==> src/rtl/sram_ctrl_pkg.sv <==
// Shared types and elaboration-time helpers for the SRAM byte-lane controller.
package sram_ctrl_pkg;

    // Access sequencer states: one read state, three write phases.
    typedef enum logic [2:0] {
        ST_IDLE,
        ST_WSETUP,
        ST_WSTROBE,
        ST_WRECOV,
        ST_READ
    } seq_state_t;

    // Number of clocks needed to cover a span, rounded up.
    function automatic int unsigned cycles_covering(input int unsigned span_ps,
                                                    input int unsigned period_ps);
        return (span_ps + period_ps - 1) / period_ps;
    endfunction

    // Raise a count to a floor value.
    function automatic int unsigned at_least(input int unsigned value,
                                             input int unsigned floor_v);
        return (value < floor_v) ? floor_v : value;
    endfunction

endpackage

==> src/rtl/sram_ctrl_seq.sv <==
// Access sequencer: accepts a request when idle and walks it through the
// read state or the setup/strobe/recovery write phases, each timed by a
// cycle counter. Assumes STROBE_CYC >= 1 and ACC_CYC = STROBE_CYC + 2.
module sram_ctrl_seq
    import sram_ctrl_pkg::*;
#(
    parameter int unsigned ACC_CYC    = 11,
    parameter int unsigned STROBE_CYC = 9,
    parameter int unsigned CNT_W      = 4
) (
    input  logic       clk,
    input  logic       rst_n,
    input  logic       req,
    input  logic       req_we,
    output seq_state_t state_q,
    output logic       accept,
    output logic       capture,
    output logic       done_q
);

    localparam logic [CNT_W-1:0] STROBE_LAST = CNT_W'(STROBE_CYC - 1);
    localparam logic [CNT_W-1:0] READ_LAST   = CNT_W'(ACC_CYC - 1);

    seq_state_t       nxt;
    logic [CNT_W-1:0] cnt_q;
    logic             last;

    // Next-state selection and end-of-access detection.
    always_comb begin
        nxt  = state_q;
        last = 1'b0;
        case (state_q)
            ST_IDLE:    if (req) nxt = req_we ? ST_WSETUP : ST_READ;
            ST_WSETUP:  nxt = ST_WSTROBE;
            ST_WSTROBE: if (cnt_q == STROBE_LAST) nxt = ST_WRECOV;
            ST_WRECOV: begin
                nxt  = ST_IDLE;
                last = 1'b1;
            end
            ST_READ: if (cnt_q == READ_LAST) begin
                nxt  = ST_IDLE;
                last = 1'b1;
            end
            default:    nxt = ST_IDLE;
        endcase
    end

    assign accept  = (state_q == ST_IDLE) && req;
    assign capture = (state_q == ST_READ) && (cnt_q == READ_LAST);

    // State, phase counter and completion pulse registers.
    always_ff @(posedge clk) begin
        if (!rst_n) begin
            state_q <= ST_IDLE;
            cnt_q   <= '0;
            done_q  <= 1'b0;
        end else begin
            state_q <= nxt;
            cnt_q   <= (nxt != state_q) ? '0 : cnt_q + 1'b1;
            done_q  <= last;
        end
    end

endmodule

==> src/rtl/sram_ctrl_lane.sv <==
// One byte lane: holds the lane's enable and write byte from the accepted
// request and captures the read byte, forcing zero when the lane is off.
module sram_ctrl_lane (
    input  logic       clk,
    input  logic       rst_n,
    input  logic       load,
    input  logic       capture,
    input  logic       be_in,
    input  logic [7:0] wbyte_in,
    input  logic [7:0] rbyte_in,
    output logic       en_q,
    output logic [7:0] wbyte_q,
    output logic [7:0] rbyte_q
);

    // Request fields latched at acceptance.
    always_ff @(posedge clk) begin
        if (!rst_n) begin
            en_q    <= 1'b0;
            wbyte_q <= '0;
        end else if (load) begin
            en_q    <= be_in;
            wbyte_q <= wbyte_in;
        end
    end

    // Read byte taken on the last read clock, zero for a disabled lane.
    always_ff @(posedge clk) begin
        if (!rst_n)       rbyte_q <= '0;
        else if (capture) rbyte_q <= en_q ? rbyte_in : 8'h00;
    end

endmodule

==> src/rtl/sram_lane_ctrl.sv <==
// Top of the asynchronous SRAM byte-lane controller. Turns single host
// requests into timed memory accesses; all memory outputs decode from
// registers. Assumes DATA_W is a multiple of 8 and that the pad ring builds
// the tri-state buffer from mem_dq_out / mem_dq_oe / mem_dq_in.
module sram_lane_ctrl
    import sram_ctrl_pkg::*;
#(
    parameter int unsigned ADDR_W        = 20,
    parameter int unsigned DATA_W        = 16,
    parameter int unsigned CLK_PERIOD_PS = 5000,
    parameter int unsigned MIN_CYCLE_PS  = 55000
) (
    input  logic                  clk,
    input  logic                  rst_n,
    input  logic                  host_req,
    input  logic                  host_we,
    input  logic [ADDR_W-1:0]     host_addr,
    input  logic [DATA_W-1:0]     host_wdata,
    input  logic [DATA_W/8-1:0]   host_be,
    output logic                  host_ready,
    output logic                  host_done,
    output logic [DATA_W-1:0]     host_rdata,
    output logic [ADDR_W-1:0]     mem_addr,
    output logic                  mem_sel_n,
    output logic                  mem_sel,
    output logic                  mem_we_n,
    output logic                  mem_oe_n,
    output logic [DATA_W/8-1:0]   mem_lane_n,
    output logic [DATA_W-1:0]     mem_dq_out,
    output logic                  mem_dq_oe,
    input  logic [DATA_W-1:0]     mem_dq_in
);

    localparam int unsigned LANES      = DATA_W / 8;
    localparam int unsigned ACC_CYC    = at_least(cycles_covering(MIN_CYCLE_PS, CLK_PERIOD_PS), 3);
    localparam int unsigned STROBE_CYC = ACC_CYC - 2;
    localparam int unsigned CNT_W      = $clog2(ACC_CYC + 1);

    seq_state_t        state_q;
    logic              accept;
    logic              capture;
    logic              active;
    logic [LANES-1:0]  lane_en;
    logic [ADDR_W-1:0] addr_q;

    sram_ctrl_seq #(
        .ACC_CYC    (ACC_CYC),
        .STROBE_CYC (STROBE_CYC),
        .CNT_W      (CNT_W)
    ) seq_i (
        .clk     (clk),
        .rst_n   (rst_n),
        .req     (host_req),
        .req_we  (host_we),
        .state_q (state_q),
        .accept  (accept),
        .capture (capture),
        .done_q  (host_done)
    );

    // Address register, loaded only at acceptance while the memory is deselected.
    always_ff @(posedge clk) begin
        if (!rst_n)      addr_q <= '0;
        else if (accept) addr_q <= host_addr;
    end

    for (genvar g = 0; g < LANES; g++) begin : g_lane
        sram_ctrl_lane lane_i (
            .clk      (clk),
            .rst_n    (rst_n),
            .load     (accept),
            .capture  (capture),
            .be_in    (host_be[g]),
            .wbyte_in (host_wdata[8*g +: 8]),
            .rbyte_in (mem_dq_in[8*g +: 8]),
            .en_q     (lane_en[g]),
            .wbyte_q  (mem_dq_out[8*g +: 8]),
            .rbyte_q  (host_rdata[8*g +: 8])
        );
    end

    // Memory control decode from the sequencer state.
    always_comb begin
        active     = (state_q != ST_IDLE);
        host_ready = !active;
        mem_addr   = addr_q;
        mem_sel_n  = !active;
        mem_sel    = active;
        mem_we_n   = (state_q != ST_WSTROBE);
        mem_oe_n   = (state_q != ST_READ);
        mem_dq_oe  = (state_q == ST_WSTROBE) || (state_q == ST_WRECOV);
        mem_lane_n = ~(lane_en & {LANES{active}});
    end

endmodule

==> config.mk <==
export PLATFORM = sky130hd
export DESIGN_NAME = sram_lane_ctrl
export DESIGN_NICKNAME = d
export VERILOG_FILES = /design/src/rtl/sram_ctrl_pkg.sv /design/src/rtl/sram_ctrl_seq.sv /design/src/rtl/sram_ctrl_lane.sv /design/src/rtl/sram_lane_ctrl.sv
export SDC_FILE = /design/constraint.sdc
export NUM_CORES = 1
export LEC_CHECK = 0
export BUFFER_PORTS_ARGS = -buffer_cell sky130_fd_sc_hd__buf_2
export CORE_MARGIN = 3
export CORE_UTILIZATION = 45
export CTS_BUF_LIST = sky130_fd_sc_hd__clkbuf_4 sky130_fd_sc_hd__clkbuf_8
export CTS_CLUSTER_SIZE = 14
export DETAILED_ROUTE_END_ITERATION = 8
export PLACE_DENSITY = 0.8
export RECOVER_POWER = 25
export SETUP_SLACK_MARGIN = 0.02
export SLEW_MARGIN = 10
export SYNTH_ARGS = -nofsm -noshare
export SYNTH_HDL_FRONTEND = slang
export SYNTH_SLANG_ARGS = --single-unit
export TNS_END_PERCENT = 50
==> constraint.sdc <==
create_clock -name clk -period 3.62 [get_ports clk]
set_clock_uncertainty 0.05 [all_clocks]
set_input_delay 0.724 -clock clk [delete_from_list [all_inputs] [get_ports clk]]
set_output_delay 0.724 -clock clk [all_outputs]
set_load 0.01 [all_outputs]
[Yosys cells after proc, flatten, opt, wreduce, memory -nomap -nowiden]
Cells that the tools add are included.
Operators by class
  $add $sub $neg: 1
  $mul: 0
  divide/modulo/power cells: 0
  order comparisons: 0
  equality and inequality tests: 9
  shifts and indexed selects: 0
  muxes and demuxes: 9
  bitwise logic cells: 3
  reductions and logical operators: 7
Operators by type and width (count)
  two-way mux 8 bit: 2
  two-way mux 3 bit: 4
  case mux 3 bit (4 select lines): 1
  equality test 4 bit, second input constant: 2
  equality test 3 x 2 -> 1 bit, second input constant: 2
  adder 4 x 1 -> 4 bit, second input constant: 1
  equality test 3 x 1 -> 1 bit, second input constant: 1
  equality test 3 bit, second input constant: 1
  zero test 3 bit: 1
  inequality test 3 x 2 -> 1 bit, second input constant: 1
  inequality test 3 bit: 1
  inequality test 3 bit, second input constant: 1
  nonzero test 3 bit: 1
  AND 2 bit: 1
  logical AND 1 bit: 2
  inverter 2 bit: 1
  case mux 1 bit (2 select lines): 1
  OR reduction 2 bit: 1
  zero test 1 bit: 1
  logical OR 1 bit: 1
  two-way mux 1 bit: 1
  inverter 1 bit: 1
Storage, ports and cells
  register bits: 62
  bits in latches: 0
  RAM bits: 0
  memory bits (read-only): 0
  input port bits: 58
  output and inout port bits: 61
  logic and storage cells: 39
  memories: 0

[Depth between registers and ports, before layout]
Gate-level depths: netlist of run 1.
  word-level depth: 5
  mapped depth: 7

[Cells and area by module]
Synthesis of run 1 repeated with hierarchy kept, for this count alone.
Unflattened totals
  cell total of the unflattened synthesis: 245
  area total of the unflattened synthesis: 2618.8 µm²
Modules (own cells, without submodules)
  sram_ctrl_lane: instances 2, cells each 64, area an instance 685.7 µm²
  sram_lane_ctrl: instances 1, cells each 73, area an instance 804.5 µm²
  sram_ctrl_seq: instances 1, cells each 44, area an instance 442.9 µm²

[Least setup slack after synthesis of run 1]
OpenSTA, ideal clock, no wires.
  path kind: register to output
  start point: register seq_i.state_q[0]
  end point: output port mem_sel_n
  data arrival time: 1.176 ns
  data required time: 2.846 ns
  path slack: 1.670 ns
  stages on the path, launching flop included: 5
  buffers on the path: 2
  cell sequence: dfxtp_1 buf_2 or3_1 inv_1 buf_4
Between the ends
  cells in the longest elaborated chain, start to end: 2
Ends and longest elaborated chain
  start, declared: RTL line sram_ctrl_seq.sv:15  | output seq_state_t state_q,
  start signal, assigned: RTL line sram_ctrl_seq.sv:58  | state_q <= nxt;
  nonzero test 3 bit: RTL line sram_lane_ctrl.sv:84  | active = (state_q != ST_IDLE);
  named net mem_sel: RTL line sram_lane_ctrl.sv:25  | output logic mem_sel,
  zero test 1 bit
  end, declared: RTL line sram_lane_ctrl.sv:24  | output logic mem_sel_n,
The timed path passes the listed nets, and every way through them passes these cells.

[Worst setup path after layout of run 1]
  start point: register seq_i.state_q[0]
  end point: output port mem_oe_n
Between the ends
  cells in the longest elaborated chain, start to end: 1
Ends and longest elaborated chain
  inequality test 3 bit: RTL line sram_lane_ctrl.sv:90  | mem_oe_n = (state_q != ST_READ);
  end, declared: RTL line sram_lane_ctrl.sv:27  | output logic mem_oe_n,
No other way between the ends.

==> key figures, run 1 <==
Layout
  – Ant. Diodes: 0
  – Layout Nets: 461
  – Fillers: 505
  – Area grow syn2layout: 26.8%
  – Fin area: 3270 um2
  – Layout cells sized above 1: 27.4%

Synth
  – Ranking of synthesized cells by area: dfxtp_1 48%, nand2_1 12%, a21boi_0 9.0%
  – Post-Synth Simple-Gate Area: 22.6%
  – Yosys top cell area share: 48.2%
  – Post-synthesis mux area share: 0%
  – Post-synth ARST share: 0%
  – Post-Synthesis Cells: 295
  – Synthesis-stage register bit count: 62
  – Yosys top cell by area: dfxtp_1
  – Net count after synthesis: 356
  – Count leader, synth: nand2_1
  – Cell area after synthesis: 2580 um2
  – Top_reg_cell synth: dfxtp_1
  – Synth top cells by count: 80 x nand2_1, 62 x dfxtp_1, 31 x a21boi_0, 23 x a21boi_1
  – Compound-Gate Fraction of Synth Area: 20.2%
  – Register area share after synthesis: 48.2%
  – Syn. warnings: 0
  – EDFF count, synth: 0
  – Mean Syn Cell Area: 8.74 um2
  – Largest family of logic cells by synthesized area: simple AND/OR/NAND/NOR gates
  – Post-synth cell types: 34
  – Synth Area in Adders: 1.46%
  – XOR/XNOR share of the synthesized area: 1.02%

Detailed routing
  – DR pass1 iterations: 4
  – Drt drc: 0
  – DRT Wirelength: 6.34 mm
  – Total number of vias: 2392
  – DR iter-0 viols: 75
  – Vias per cell: 5.04
  – Average wire per standard cell: 13.3 um
  – Detail Route Antenna Nets: 0

Die
  – Core Region: 5340 um2
  – Initial Util: 48.3%
  – Die Y: 81.7 um
  – Die area: 6670 um2
  – Io pins: 119
  – # rows: 26
  – Die X: 81.7 um

Clock tree
  – Clock Path Buffers: 2
  – Clock Sinks: 62
  – Resized Gates After CTS: 0
  – CTS tree: yes
  – CTS H-tree depth: 3
  – Worst-Skew Late Latency: 330 ps
  – CTS Hold Buffers Added: 0
  – CTS Root Cell: clkbuf_8
  – CTS clk-pin slew, worst paths: 70 ps
  – Setup bufs post-CTS: 0
  – Total CTS buffers: 9

Critical path
  – CP Cell Sequence: nor2_1, nand2_1, buf_2
  – Maximum fanout along the worst path: 19
  – Critical Path RT: 2850 ps
  – CP max stage delay: 960 ps
  – Startpoint types: flip-flop
  – Critical path depth: 3
  – CP Buf/Inv Count: 1
  – CP arrival: 2060 ps
  – CP max-delay cell: nor2_1
  – Reg2reg path depth: 3
  – Kind of end point of the critical path: output pin
  – Family with the most delay on the worst path: simple AND/OR/NAND/NOR gates
  – WS Path Type: reg -> out

Status
  – Outcome: finished clean

Pwr
  – VDD IR max: 0.375 mV
  – Leakage: 1.38 nW
  – PwrDens: 460 nW/um2

GRT
  – Initial antenna violation count: 0
  – GRT Overall Usage: 19.4%
  – Vias in the first global route: 2241
  – Total congestion overflow: 0
  – Largest net degree at the start of global routing: 41
  – First-pass GRT wire length: 9.89 mm

Timing
  – Max-slew violation count: 0
  – Final Setup Violations: 0
  – Final Hold Fails: 0
  – RSZ-0062 raised after global routing: false
  – Hold slack: 405 ps
  – Tightest Pin Transition: 1210 ps
  – Crit path time final: 2830 ps
  – Setup_tns: 0 ps
  – Relative slew margins: 19.1%
  – Ratio of final minimum period to clock period: 78.2%
  – Highest Clock Rate: 353 MHz

Hold path
  – HP Class: reg -> reg
  – Hold depth: 2

Flow run
  – Maxcap violations: 0

Placement
  – Post-DP Area: 3120 um2
  – Final HPWL DP: 4.38 mm
  – Number of port buffers: 118
  – Placer Congestion: 0.798
## cell usage in the layout (no fill, tap or decap), types with 2 or more instances in the layout
cell	count
clkbuf_8	11
clkinvlp_4	2
nand2_1	80
nor2b_1	6
nand4_1	17
nor2_1	3
a21boi_1	23
dfxtp_1	62
ha_1	3
a21boi_0	31
nor3_1	4
o21ai_0	17
inv_1	5
xnor2_1	2
clkinv_2	2
buf_4	2
clkbuf_1	28
buf_2	90
## routing by layer
| layer | routed length (um) | part of all wire [%] | track usage (%) |
|---|---|---|---|
| met5 | 0 | 0 | 0 |
| met4 | 83 | 1.3 | 7.31 |
| met3 | 467 | 7.4 | 7.24 |
| met2 | 3090 | 49 | 34.4 |
| met1 | 2700 | 43 | 21.1 |
## logic make-up after synthesis
| logic type | after synthesis |
|---|---|
| DFF | 62 |
| AOI/OAI and AO/OA | 75 |
| xor gates and xnor gates | 3 |
| buffers and inverters | 31 |
| and+or+nand+nor | 121 |
| adders and majority gates | 3 |
## worst reg2reg max path, delay by kind of cell, from the launching register on
| family | cells | cell delay [ps] |
|---|---|---|
| simple gates | 2 | 1140 |
| compound gates | 1 | 230 |
| flops | 1 | 440 |
## path summary, 6_finish.rpt
check	start	endpoint	slack, ps
setup / recovery	seq_i.state_q[0]	mem_oe_n	790
hold reg to reg	g_lane[0].lane_i.wbyte_q[1]	g_lane[0].lane_i.wbyte_q[1]	400
setup reg to reg	seq_i.state_q[0]	g_lane[1].lane_i.rbyte_q[5]	1690
hold / removal	g_lane[0].lane_i.wbyte_q[1]	g_lane[0].lane_i.wbyte_q[1]	400
## cell type report
class | count | area, um2 | area share, %
Clock buffer | 11 | 151 | 4.63
Inverter | 5 | 18.8 | 0.574
Sequential cell | 62 | 1240 | 38.0
Clock inverter | 5 | 33.8 | 1.03
Tap cell | 70 | 87.6 | 2.68
Timing Repair Buffer | 120 | 571 | 17.5
Multi-Input combinational cell | 202 | 1170 | 35.7
## sequential cells by signal, indices dropped and copies added (netlist names)
register / flops
g_lane.lane_i.en_q: 2
g_lane.lane_i.wbyte_q: 16
seq_i.state_q: 3
mem_addr: 20
seq_i.cnt_q: 4
seq_i.done_q: 1
g_lane.lane_i.rbyte_q: 16
## power breakdown
group / internal (mW) / switching [mW] / leakage [nW]
combinational: 0.0877 / 0.122 / 0.778
sequential: 0.719 / 0.0289 / 0.506
clock: 0.284 / 0.262 / 0.0913
## stage by stage
step,setup slack (ps),total power [mW],utilization (%),std cells
global route,606,1.59,61.3,475
floorplan,1670,0.900,-,295
finish,791,1.50,61.3,475
detailed placement,1500,0.980,58.5,459
global placement,1570,0.974,58.5,459
CTS,1110,1.53,62.0,475
Power figures use the tool's default switching activity.
==> inputs of run 2 (changes only) <==
Clock period 3.62 ns to 2.8 ns, I/O delays scaled along.
==> key figures, run 2 (same netlist as run 1, synthesis figures left out) <==
GRT
  – Vias in the first global route: 2154 (-3.9%)
  – Largest net degree at the start of global routing: 46 (+12%)
  – Total congestion overflow: 0 (unchanged)
  – Initial antenna violation count: 0 (unchanged)
  – First-pass GRT wire length: 9.94 mm (+0.42%)
  – GRT Overall Usage: 19.1% (-0.32 points)

Die
  – Initial Util: 48.3% (unchanged)
  – Io pins: 119 (unchanged)
  – Die Y: 81.7 um (unchanged)
  – Core Region: 5340 um2 (unchanged)
  – # rows: 26 (unchanged)
  – Die area: 6670 um2 (unchanged)
  – Die X: 81.7 um (unchanged)

Layout
  – Area grow syn2layout: 27.8%
  – Ant. Diodes: 0 (unchanged)
  – Layout Nets: 461 (unchanged)
  – Layout cells sized above 1: 27.4% (unchanged)
  – Most common cell after layout, fill and taps aside: buf_2
  – Max reg flops: 20 (unchanged)
  – Most frequent cells in the layout: 89 x buf_2, 80 x nand2_1, 62 x dfxtp_1, 31 x a21boi_0, 29 x clkbuf_1

Flow run
  – Maxcap violations: 0 (unchanged)

Detailed routing
  – Total number of vias: 2392 (unchanged)
  – Drt drc: 0 (unchanged)
  – Vias per cell: 5.04 (unchanged)
  – Detail Route Antenna Nets: 0 (unchanged)
  – Average wire per standard cell: 13.2 um (-1.2%)
  – DR pass1 iterations: 4 (unchanged)
  – DR iter-0 viols: 109 (+45%)
  – DRT Wirelength: 6.27 mm (-1.2%)

Timing
  – Final Hold Fails: 0 (unchanged)
  – Relative slew margins: 52.1% (+33 points)
  – Setup slack after layout: 551 ps (-239 ps)
  – Highest Clock Rate: 445 MHz
  – Setup_tns: 0 ps (unchanged)
  – Tightest Pin Transition: 718 ps (-491 ps)
  – Max-slew violation count: 0 (unchanged)
  – Hold slack: 402 ps (-2.32 ps)
  – Final Setup Violations: 0 (unchanged)
  – RSZ-0062 raised after global routing: false
  – Ratio of final minimum period to clock period: 80.3%
  – Crit path time final: 2250 ps

Clock tree
  – Resized Gates After CTS: 0 (unchanged)
  – CTS clk-pin slew, worst paths: 60 ps (about the same)
  – CTS H-tree depth: 3 (unchanged)
  – CTS Hold Buffers Added: 0 (unchanged)
  – CTS Root Cell: clkbuf_8
  – Total CTS buffers: 9 (unchanged)
  – Setup bufs post-CTS: 0 (unchanged)
  – CTS tree: yes
  – Worst-Skew Late Latency: 310 ps (-20 ps)
  – Clock Path Buffers: 2 (unchanged)
  – Clock Sinks: 62 (unchanged)

Placement
  – Number of port buffers: 118 (unchanged)
  – Final HPWL DP: 4.30 mm (-1.8%)
  – Post-placement worst setup slack: 886 ps (-610 ps)
  – Placer Congestion: 0.789 (-1.1%)

Critical path
  – CP arrival: 1640 ps (-420 ps)
  – Maximum fanout along the worst path: 19 (unchanged)
  – Startpoint types: flip-flop
  – Critical Path RT: 2190 ps (-660 ps)
  – WS Path Type: reg -> out
  – Reg2Reg Setup Slack: 890 ps (-800 ps)
  – Kind of end point of the critical path: output pin

Status
  – Outcome: finished clean

Pwr
  – PwrDens: 619 nW/um2 (+35%)
  – VDD IR max: 0.337 mV (-10%)
  – Leakage: 1.39 nW (+0.87%)

Hold path
  – HP Class: reg -> reg
## run 2: cell type report
cell class	instances	area (um2)
clock buffers	13	166
clock inverters	3	42.5
fillers	496	2040
inverters	5	18.8
multi-input cells	202	1170
flip-flops and latches	62	1240
well taps	70	87.6
repair buffers	120	569
## run 2: where the power goes
group / internal (mW) / switching [mW] / leakage, nW / total (mW)
sequential: 0.929 / 0.0375 / 0.506 / 0.967
clock: 0.479 / 0.321 / 0.106 / 0.800
combinational: 0.113 / 0.159 / 0.774 / 0.272
total: 1.52 / 0.518 / 1.39 / 2.04
## run 2: stage by stage
step / power, mW / instance area (um2) / std cells / util, %
floorplan: 1.16 / 2580 / 295 / -
global placement: 1.26 / 3120 / 459 / 58.5
detailed placement: 1.27 / 3120 / 459 / 58.5
CTS: 2.07 / 3330 / 475 / 62.4
global route: 2.15 / 3290 / 475 / 61.7
finish: 2.04 / 3290 / 475 / 61.7
## run 2: routing by layer
layer	vias to the layer above	GRT usage, %	wire [um]
met5	-	0	0
met4	0	8.31	136
met3	18	4.39	431
met2	84	31.6	2870
met1	1081	23.9	2830
li1	1209	-	-
## run 2: path summary, 6_finish.rpt
| kind | depth (start not counted) | start | to |
|---|---|---|---|
| setup / recovery | 3 | seq_i.state_q[0] | mem_oe_n |
| hold reg to reg | 2 | g_lane[1].lane_i.wbyte_q[4] | g_lane[1].lane_i.wbyte_q[4] |
| setup reg to reg | 3 | seq_i.state_q[2] | seq_i.cnt_q[3] |
| hold / removal | 2 | g_lane[1].lane_i.wbyte_q[4] | g_lane[1].lane_i.wbyte_q[4] |
## run 2: critical path, stage by stage, from the launching register on
cell and delay, ps:
dfxtp_1 440, nor2_2 610, nand2_1 110, buf_2 160
==> inputs of run 3 (changes only) <==
Clock period 2.8 ns to 2.2 ns, I/O delays scaled along.
==> key figures, run 3 (same netlist as run 1, synthesis figures left out) <==
Layout
  – Ant. Diodes: 0 (unchanged)
  – Most common cell after layout, fill and taps aside: buf_2
  – Multi-input gate area: 1170 um2 (+0.43%)
  – Most frequent cells in the layout: 89 x buf_2, 80 x nand2_1, 62 x dfxtp_1, 31 x a21boi_0, 29 x clkbuf_1
  – Area grow syn2layout: 30.0%
  – Layout cells sized above 1: 27.9% (+0.53 points)
  – Fillers: 481 (-3.0%)
  – Max reg flops: 20 (unchanged)
  – Fin area: 3350 um2 (+1.7%)
  – Seq. cell area: 1240 um2 (unchanged)
  – Layout Nets: 464 (+0.65%)

Detailed routing
  – Detail Route Antenna Nets: 0 (unchanged)
  – DRT Wirelength: 6.34 mm (+1.2%)
  – Total number of vias: 2423 (+1.3%)
  – DR iter-0 viols: 118 (+8.3%)
  – DR pass1 iterations: 5 (+1)
  – Drt drc: 0 (unchanged)
  – Vias per cell: 5.07 (+0.66%)
  – Average wire per standard cell: 13.3 um (+0.61%)

GRT
  – Initial antenna violation count: 0 (unchanged)
  – Vias in the first global route: 2236 (+3.8%)
  – Largest net degree at the start of global routing: 39 (-15%)
  – First-pass GRT wire length: 9.80 mm (-1.3%)
  – GRT Overall Usage: 19.0% (-0.14 points)
  – Total congestion overflow: 0 (unchanged)

Placement
  – Placer Congestion: 0.787 (-0.24%)
  – Post-DP Area: 3140 um2 (+0.72%)
  – Number of port buffers: 118 (unchanged)
  – Final HPWL DP: 4.38 mm (+1.8%)

Critical path
  – Kind of end point of the critical path: output pin
  – Critical Path RT: 1710 ps (-480 ps)
  – Startpoint types: flip-flop
  – CP arrival: 1520 ps (-120 ps)
  – Maximum fanout along the worst path: 10 (-9)
  – WS Path Type: reg -> out

Clock tree
  – Resized Gates After CTS: 1 (+1)
  – Clock Sinks: 62 (unchanged)
  – CTS clk-pin slew, worst paths: 70 ps (about the same)
  – CTS Hold Buffers Added: 0 (unchanged)
  – Total CTS buffers: 9 (unchanged)
  – CTS Root Cell: clkbuf_8
  – Worst-Skew Late Latency: 320 ps (about the same)
  – CTS tree: yes
  – CTS H-tree depth: 3 (unchanged)
  – Setup bufs post-CTS: 0 (unchanged)
  – Clock Path Buffers: 2 (unchanged)

Flow run
  – Maxcap violations: 0 (unchanged)

Timing
  – RSZ-0062 raised after global routing: false
  – Final Hold Fails: 0 (unchanged)
  – Relative slew margins: 58.1% (+6.0 points)
  – Final Setup Violations: 0 (unchanged)
  – Max-slew violation count: 0 (unchanged)
  – Setup_tns: 0 ps (unchanged)
  – Tightest Pin Transition: 628 ps (-89.7 ps)
  – Highest Clock Rate: 498 MHz
  – Crit path time final: 2010 ps
  – Ratio of final minimum period to clock period: 91.4%

Die
  – Core Region: 5340 um2 (unchanged)
  – Initial Util: 48.3% (unchanged)
  – Io pins: 119 (unchanged)
  – Die X: 81.7 um (unchanged)
  – Die area: 6670 um2 (unchanged)
  – # rows: 26 (unchanged)
  – Die Y: 81.7 um (unchanged)

Status
  – Outcome: finished clean

Pwr
  – PwrDens: 818 nW/um2 (+32%)
  – VDD IR max: 0.412 mV (+22%)
  – Leakage: 1.42 nW (+2.4%)

Hold path
  – HP Class: in -> reg
[run 3: through the flow]
stage	hold slack, ps	power (mW)	std cells	setup WS (ps)	utilization [%]
6_report	296	2.74	478	190	62.8
5_1_grt	291	2.88	478	24.3	62.8
4_1_cts	280	2.78	478	184	63.5
3_5_place_dp	394	1.62	462	355	58.9
3_3_place_gp	387	1.61	462	405	58.9
2_1_floorplan	404	1.48	295	534	-
[run 3: metal layers]
layer  track usage [%]  wire [um]
met4              9.97        117
met3              4.71        497
met1              21.4       2750
met2              33.0       2980
met5                 0          0
[run 3: final cells by class]
cell class                 instances  share of cell area (%)
clock buffer                      13                    5.15
clock inverter                     3                    1.94
timing repair buffer             123                    17.7
tap                               70                    2.61
inverter                           5                   0.560
multi-input combinational        202                    35.0
sequential                        62                    37.0
[run 3: worst max-delay path, stage by stage (launching register included)]
cell      delay, ps
dfxtp_1         570
nor2b_1         380
nand2b_1        100
buf_2           150
[run 3: final timing paths]
path	from	end	slack (ps)	cells past startpoint
worst max register to register	seq_i.state_q[2]	g_lane[0].lane_i.rbyte_q[3]	410	3
worst min-delay path	host_wdata[13]	g_lane[1].lane_i.wbyte_q[5]	300	3
worst max-delay path	seq_i.state_q[1]	mem_we_n	190	3
worst min register to register	g_lane[0].lane_i.wbyte_q[4]	g_lane[0].lane_i.wbyte_q[4]	400	2
[run 3: where the power goes]
| group | internal, mW | leakage, nW | switching [mW] |
|---|---|---|---|
| Sequential | 1.18 | 0.506 | 0.0486 |
| Combinational | 0.148 | 0.791 | 0.204 |
| Clock | 0.742 | 0.123 | 0.413 |
